<file path="src/rtl/dacq_pkg.sv">
package dacq_pkg;

  typedef enum logic [1:0] {
    OP_IDLE  = 2'd0,
    OP_WRITE = 2'd1,
    OP_LOAD  = 2'd2,
    OP_BOTH  = 2'd3
  } dacq_op_e;

  function automatic dacq_op_e decode_op(input logic wr_fire, input logic ld_fire);
    dacq_op_e op;
    case ({wr_fire, ld_fire})
      2'b10:   op = OP_WRITE;
      2'b01:   op = OP_LOAD;
      2'b11:   op = OP_BOTH;
      default: op = OP_IDLE;
    endcase
    return op;
  endfunction

  function automatic logic addr_hit(input int unsigned addr, input int unsigned idx);
    return addr == idx;
  endfunction

endpackage

</file>
<file path="src/rtl/dacq_sync.sv">
module dacq_sync #(
  parameter int WIDTH = 1,
  parameter int STAGES = 2,
  parameter logic [WIDTH-1:0] RST_VAL = '0
) (
  input  logic             clk,
  input  logic             rst_n,
  input  logic [WIDTH-1:0] d,
  output logic [WIDTH-1:0] q
);
  logic [WIDTH-1:0] stg [STAGES];

  always_ff @(posedge clk or negedge rst_n) begin
    if (!rst_n) begin
      for (int i = 0; i < STAGES; i++) stg[i] <= RST_VAL;
    end else begin
      stg[0] <= d;
      for (int i = 1; i < STAGES; i++) stg[i] <= stg[i-1];
    end
  end

  assign q = stg[STAGES-1];
endmodule

</file>
<file path="src/rtl/dacq_chan.sv">
module dacq_chan
  import dacq_pkg::*;
#(
  parameter int DATA_W = 12
) (
  input  logic              clk,
  input  logic              rst_n,
  input  dacq_op_e          op,
  input  logic              hit,
  input  logic [DATA_W-1:0] data,
  output logic [DATA_W-1:0] in_q,
  output logic [DATA_W-1:0] dac_q
);
  always_ff @(posedge clk or negedge rst_n) begin
    if (!rst_n) begin
      in_q  <= '0;
      dac_q <= '0;
    end else begin
      case (op)
        OP_WRITE: if (hit) in_q <= data;
        OP_LOAD:  dac_q <= in_q;
        OP_BOTH: begin
          if (hit) in_q <= data;
          dac_q <= hit ? data : in_q;
        end
        default: ;
      endcase
    end
  end
endmodule

</file>
<file path="src/rtl/dacq_outgate.sv">
module dacq_outgate #(
  parameter int NCH = 4,
  parameter int DATA_W = 12
) (
  input  logic                  shdn,
  input  logic [NCH*DATA_W-1:0] dac_flat,
  output logic [NCH*DATA_W-1:0] code_o,
  output logic [NCH-1:0]        pd_o
);
  for (genvar c = 0; c < NCH; c++) begin : g_gate
    assign code_o[c*DATA_W +: DATA_W] = shdn ? '0 : dac_flat[c*DATA_W +: DATA_W];
    assign pd_o[c] = shdn;
  end
endmodule

</file>
<file path="src/rtl/dacq_regfile.sv">
module dacq_regfile
  import dacq_pkg::*;
#(
  parameter int DATA_W = 12,
  parameter int NCH = 4,
  parameter int SYNC_STAGES = 2,
  localparam int ADDR_W = (NCH > 1) ? $clog2(NCH) : 1
) (
  input  logic                  clk,
  input  logic                  rst_n,
  input  logic                  wr_n,
  input  logic                  ld_n,
  input  logic [ADDR_W-1:0]     addr_i,
  input  logic [DATA_W-1:0]     data_i,
  input  logic                  shdn_i,
  output logic [NCH*DATA_W-1:0] code_o,
  output logic [NCH-1:0]        pd_o
);
  localparam int BUN_W = 2 + ADDR_W + DATA_W;
  localparam logic [BUN_W-1:0] BUN_RST = {2'b11, {(ADDR_W + DATA_W){1'b0}}};

  logic [BUN_W-1:0]      bun_q;
  logic                  wr_n_s;
  logic                  ld_n_s;
  logic [ADDR_W-1:0]     addr_s;
  logic [DATA_W-1:0]     data_s;
  logic                  wr_fire;
  logic                  ld_fire;
  dacq_op_e              op;
  logic [NCH-1:0]        chan_hit;
  logic [NCH*DATA_W-1:0] in_q;
  logic [NCH*DATA_W-1:0] dac_q;

  dacq_sync #(
    .WIDTH  (BUN_W),
    .STAGES (SYNC_STAGES),
    .RST_VAL(BUN_RST)
  ) u_sync (
    .clk  (clk),
    .rst_n(rst_n),
    .d    ({wr_n, ld_n, addr_i, data_i}),
    .q    (bun_q)
  );

  assign {wr_n_s, ld_n_s, addr_s, data_s} = bun_q;
  assign wr_fire = ~wr_n_s;
  assign ld_fire = ~ld_n_s;
  assign op      = decode_op(wr_fire, ld_fire);

  for (genvar c = 0; c < NCH; c++) begin : g_chan
    assign chan_hit[c] = addr_hit(32'(addr_s), c);

    dacq_chan #(.DATA_W(DATA_W)) u_chan (
      .clk  (clk),
      .rst_n(rst_n),
      .op   (op),
      .hit  (chan_hit[c]),
      .data (data_s),
      .in_q (in_q[c*DATA_W +: DATA_W]),
      .dac_q(dac_q[c*DATA_W +: DATA_W])
    );
  end

  dacq_outgate #(.NCH(NCH), .DATA_W(DATA_W)) u_gate (
    .shdn    (shdn_i),
    .dac_flat(dac_q),
    .code_o  (code_o),
    .pd_o    (pd_o)
  );
endmodule

</file>
<file path="config.mk">
export PLATFORM = sky130hd
export DESIGN_NAME = dacq_regfile
export DESIGN_NICKNAME = d
export VERILOG_FILES = /design/src/rtl/dacq_pkg.sv /design/src/rtl/dacq_sync.sv /design/src/rtl/dacq_chan.sv /design/src/rtl/dacq_outgate.sv /design/src/rtl/dacq_regfile.sv
export SDC_FILE = /design/constraint.sdc
export NUM_CORES = 1
export LEC_CHECK = 0
export BUFFER_PORTS_ARGS = -buffer_cell sky130_fd_sc_hd__buf_2
export CAP_MARGIN = 20
export CORE_MARGIN = 5
export CORE_UTILIZATION = 35
export DETAILED_ROUTE_END_ITERATION = 8
export GPL_TIMING_DRIVEN = 0
export PLACE_DENSITY = 0.58
export SYNTH_ARGS = -nofsm -noshare
export SYNTH_HDL_FRONTEND = slang
export SYNTH_HIERARCHICAL = 1
export SYNTH_SLANG_ARGS = --single-unit
</file>
<file path="constraint.sdc">
create_clock -name clk -period 1.7 [get_ports clk]
set_input_delay 0 -clock clk [delete_from_list [all_inputs] [get_ports clk]]
set_output_delay 0 -clock clk [all_outputs]
set_load 0.01 [all_outputs]
</file>
==> reports/metrics.yaml <==
initial_utilization_pct: 35.5
startpoint_type: "flop"
path_class: "flop to flop"
antenna_left: 0
max_freq_mhz: 630
syn-num-nets: 490
yosysUniqueCellTypes: 16
fp.dieW_um: 134
clk_latency_ns: 0.42
slew_violations: 0
drv_cap: 0
die_h_um: 134
dieArea_mm2: 0.0180
core_area_mm2: 0.0151
hold_viol: 0
drt_iter0_drc: 314
synth_cells: 471
cts_tree: "done"
mostFrequentLayoutCell: "dfrtp_1"
cp.arrival_ns: 1.87
path_max_fanout: 10
syn2layout_area_growth_pct: 27.3
via_per_inst: 4.86
synth_warnings: 6
boundaryPins: 71
rsz0062_at_grt: "no"
place_area_mm2: 0.00600
setup_viol: 0
finClkSkew_ns: 0.0118
wl_per_cell_um: 16.7
hold_class: "input port to asynchronous set/reset pin"
worstMarginPinSlew_ns: 0.553
io_buffers: 69
drc: 0
yosysTopAreaCellShare_pct: 57.6
finalPower_mw: 8.65
fin_area_mm2: 0.00685
synth_area_leaders: "dfrtp_1, a21bo_1, nor2b_1"
grt_max_degree: 85
track_usage_pct: 15.3
vias: 3796
clockBufferDepth: 2
layout_common_cells: "dfrtp_1, buf_2, nor2_1, nor2b_1"
nNetsFinal: 600
place_congestion: 0.759
relSlewSlack_pct: 63.0
antenna_found_initial: 0
n_antenna_cell: 0
status: "finished, final reports clean"
root_buffer: "clkbuf_16"
setup-tns-final_ns: 0
vdd_drop_max_v: 0.000709
cts_max_level: 4
power_per_cell_area_mw_per_mm2: 1260
syn_avg_cell_area_um2: 11.4
path_clk_slew_ns: 0.06
hold_ws_ns: 0.0750
cp-end-kind: "flop"
cts_num_sinks: 128
period_needed_ns: 1.59
instances_no_fill: 781
worstPathRequired_ns: 1.98
ys_seq_area_share_pct: 59.6
syn-cell-area_mm2: 0.00538
drive_gt1_share_pct: 32.0
drt_first_pass_iters: 4
grt_pass1_wl_mm: 21.0
grt_pass1_vias: 3929
std_cell_rows: 45
ys_seq_elements: 128
drt-total-wl_mm: 13.0
dp_hpwl_mm: 8.31
yosysTopAreaCell: "dfrtp_1"
p_leak_nw: 3.35
cts_made_buffers: 17
overflow: 0
placed_cells_incl_taps: 729
finalCritPeriodShare_pct: 93.3
[through the flow]
step / setup WS (ns) / utilization, %
floorplan: 0.204 / -
global placement: -0.978 / 39.4
detailed placement: -0.109 / 39.6
CTS: 0.000961 / 45.1
global route: 0.0277 / 45.2
finish: 0.114 / 45.2
[where the power goes]
| part | switching, mW | internal (mW) |
|---|---|---|
| sequential | 0.142 | 3.44 |
| clock | 1.33 | 2.53 |
| combinational | 0.622 | 0.587 |
[final timing paths]
kind                                 from                   endpoint  slack (ns)  depth (start not counted)
min                                 rst_n   g_chan[2].u_chan/in_q[7]        0.08                          2
max reg2reg                  u_sync/q[12]  g_chan[2].u_chan/dac_q[3]        0.11                          5
max                          u_sync/q[12]  g_chan[2].u_chan/dac_q[3]        0.11                          5
max in group asynchronous           rst_n             u_sync/stg[30]        0.85                          3
min in group clk                   shdn_i                    pd_o[0]        0.19                          2
min reg2reg                u_sync/stg[20]                u_sync/q[4]        0.34                          0
[cells in the mapped netlist]
cell and n:
dfstp_2 4, a21bo_1 32, buf_4 24, nor2b_1 49, buf_6 15, nor2_1 49, nand3_1 36, and2_2 1
dfrtp_1 124, nand3_2 12, a31oi_1 48, nand2_1 48, inv_1 2, and2b_2 1, a21bo_2 16, buf_2 10
[critical path: stages, from the launching register on]
cell and delay, ns:
dfrtp_1 0.36, buf_4 0.14, nor2b_1 0.42, buf_4 0.29
a21bo_1 0.15, a31oi_1 0.09
[registers in the layout, summed over array words and instances, names as in the netlist]
signal / cells
g_chan.u_chan/dac_q: 48
g_chan.u_chan/in_q: 48
u_sync/q: 16
u_sync/stg: 16
[layer usage]
metal | up-vias | wire [um] | track usage (%)
met3 | 13 | 676 | 4.01
li1 | 1815 | - | -
met4 | 0 | 178 | 5.32
met1 | 1881 | 5850 | 20.1
met2 | 87 | 6320 | 24.5
met5 | - | 0 | 0
[layout make-up]
class | count | area (um^2)
Multi-Input combinational cell | 292 | 1770
Timing Repair inverter | 2 | 12.5
Sequential cell | 128 | 3210
Fill cell | 1389 | 8290
Timing Repair Buffer | 89 | 577
Inverter | 2 | 15.0
Clock buffer | 19 | 453
Buffer | 49 | 399
Tap cell | 188 | 235
Clock inverter | 12 | 185
[repair_timing]
item,in CTS,in global routing
resized for setup,3,0
buffers inserted,0,2
endpoints found under the hold margin,140,0
hold buffers,17,0
cloned,2,0
endpoints found under the setup margin,80,28
[kinds of logic after synthesis]
logic type      after synthesis  synth area share [%]
compound gates               96                  14.5
flops                       128                  59.6
buf+inv                      51                  7.55
simple gates                196                  18.3
Power figures use the tool's default switching activity.
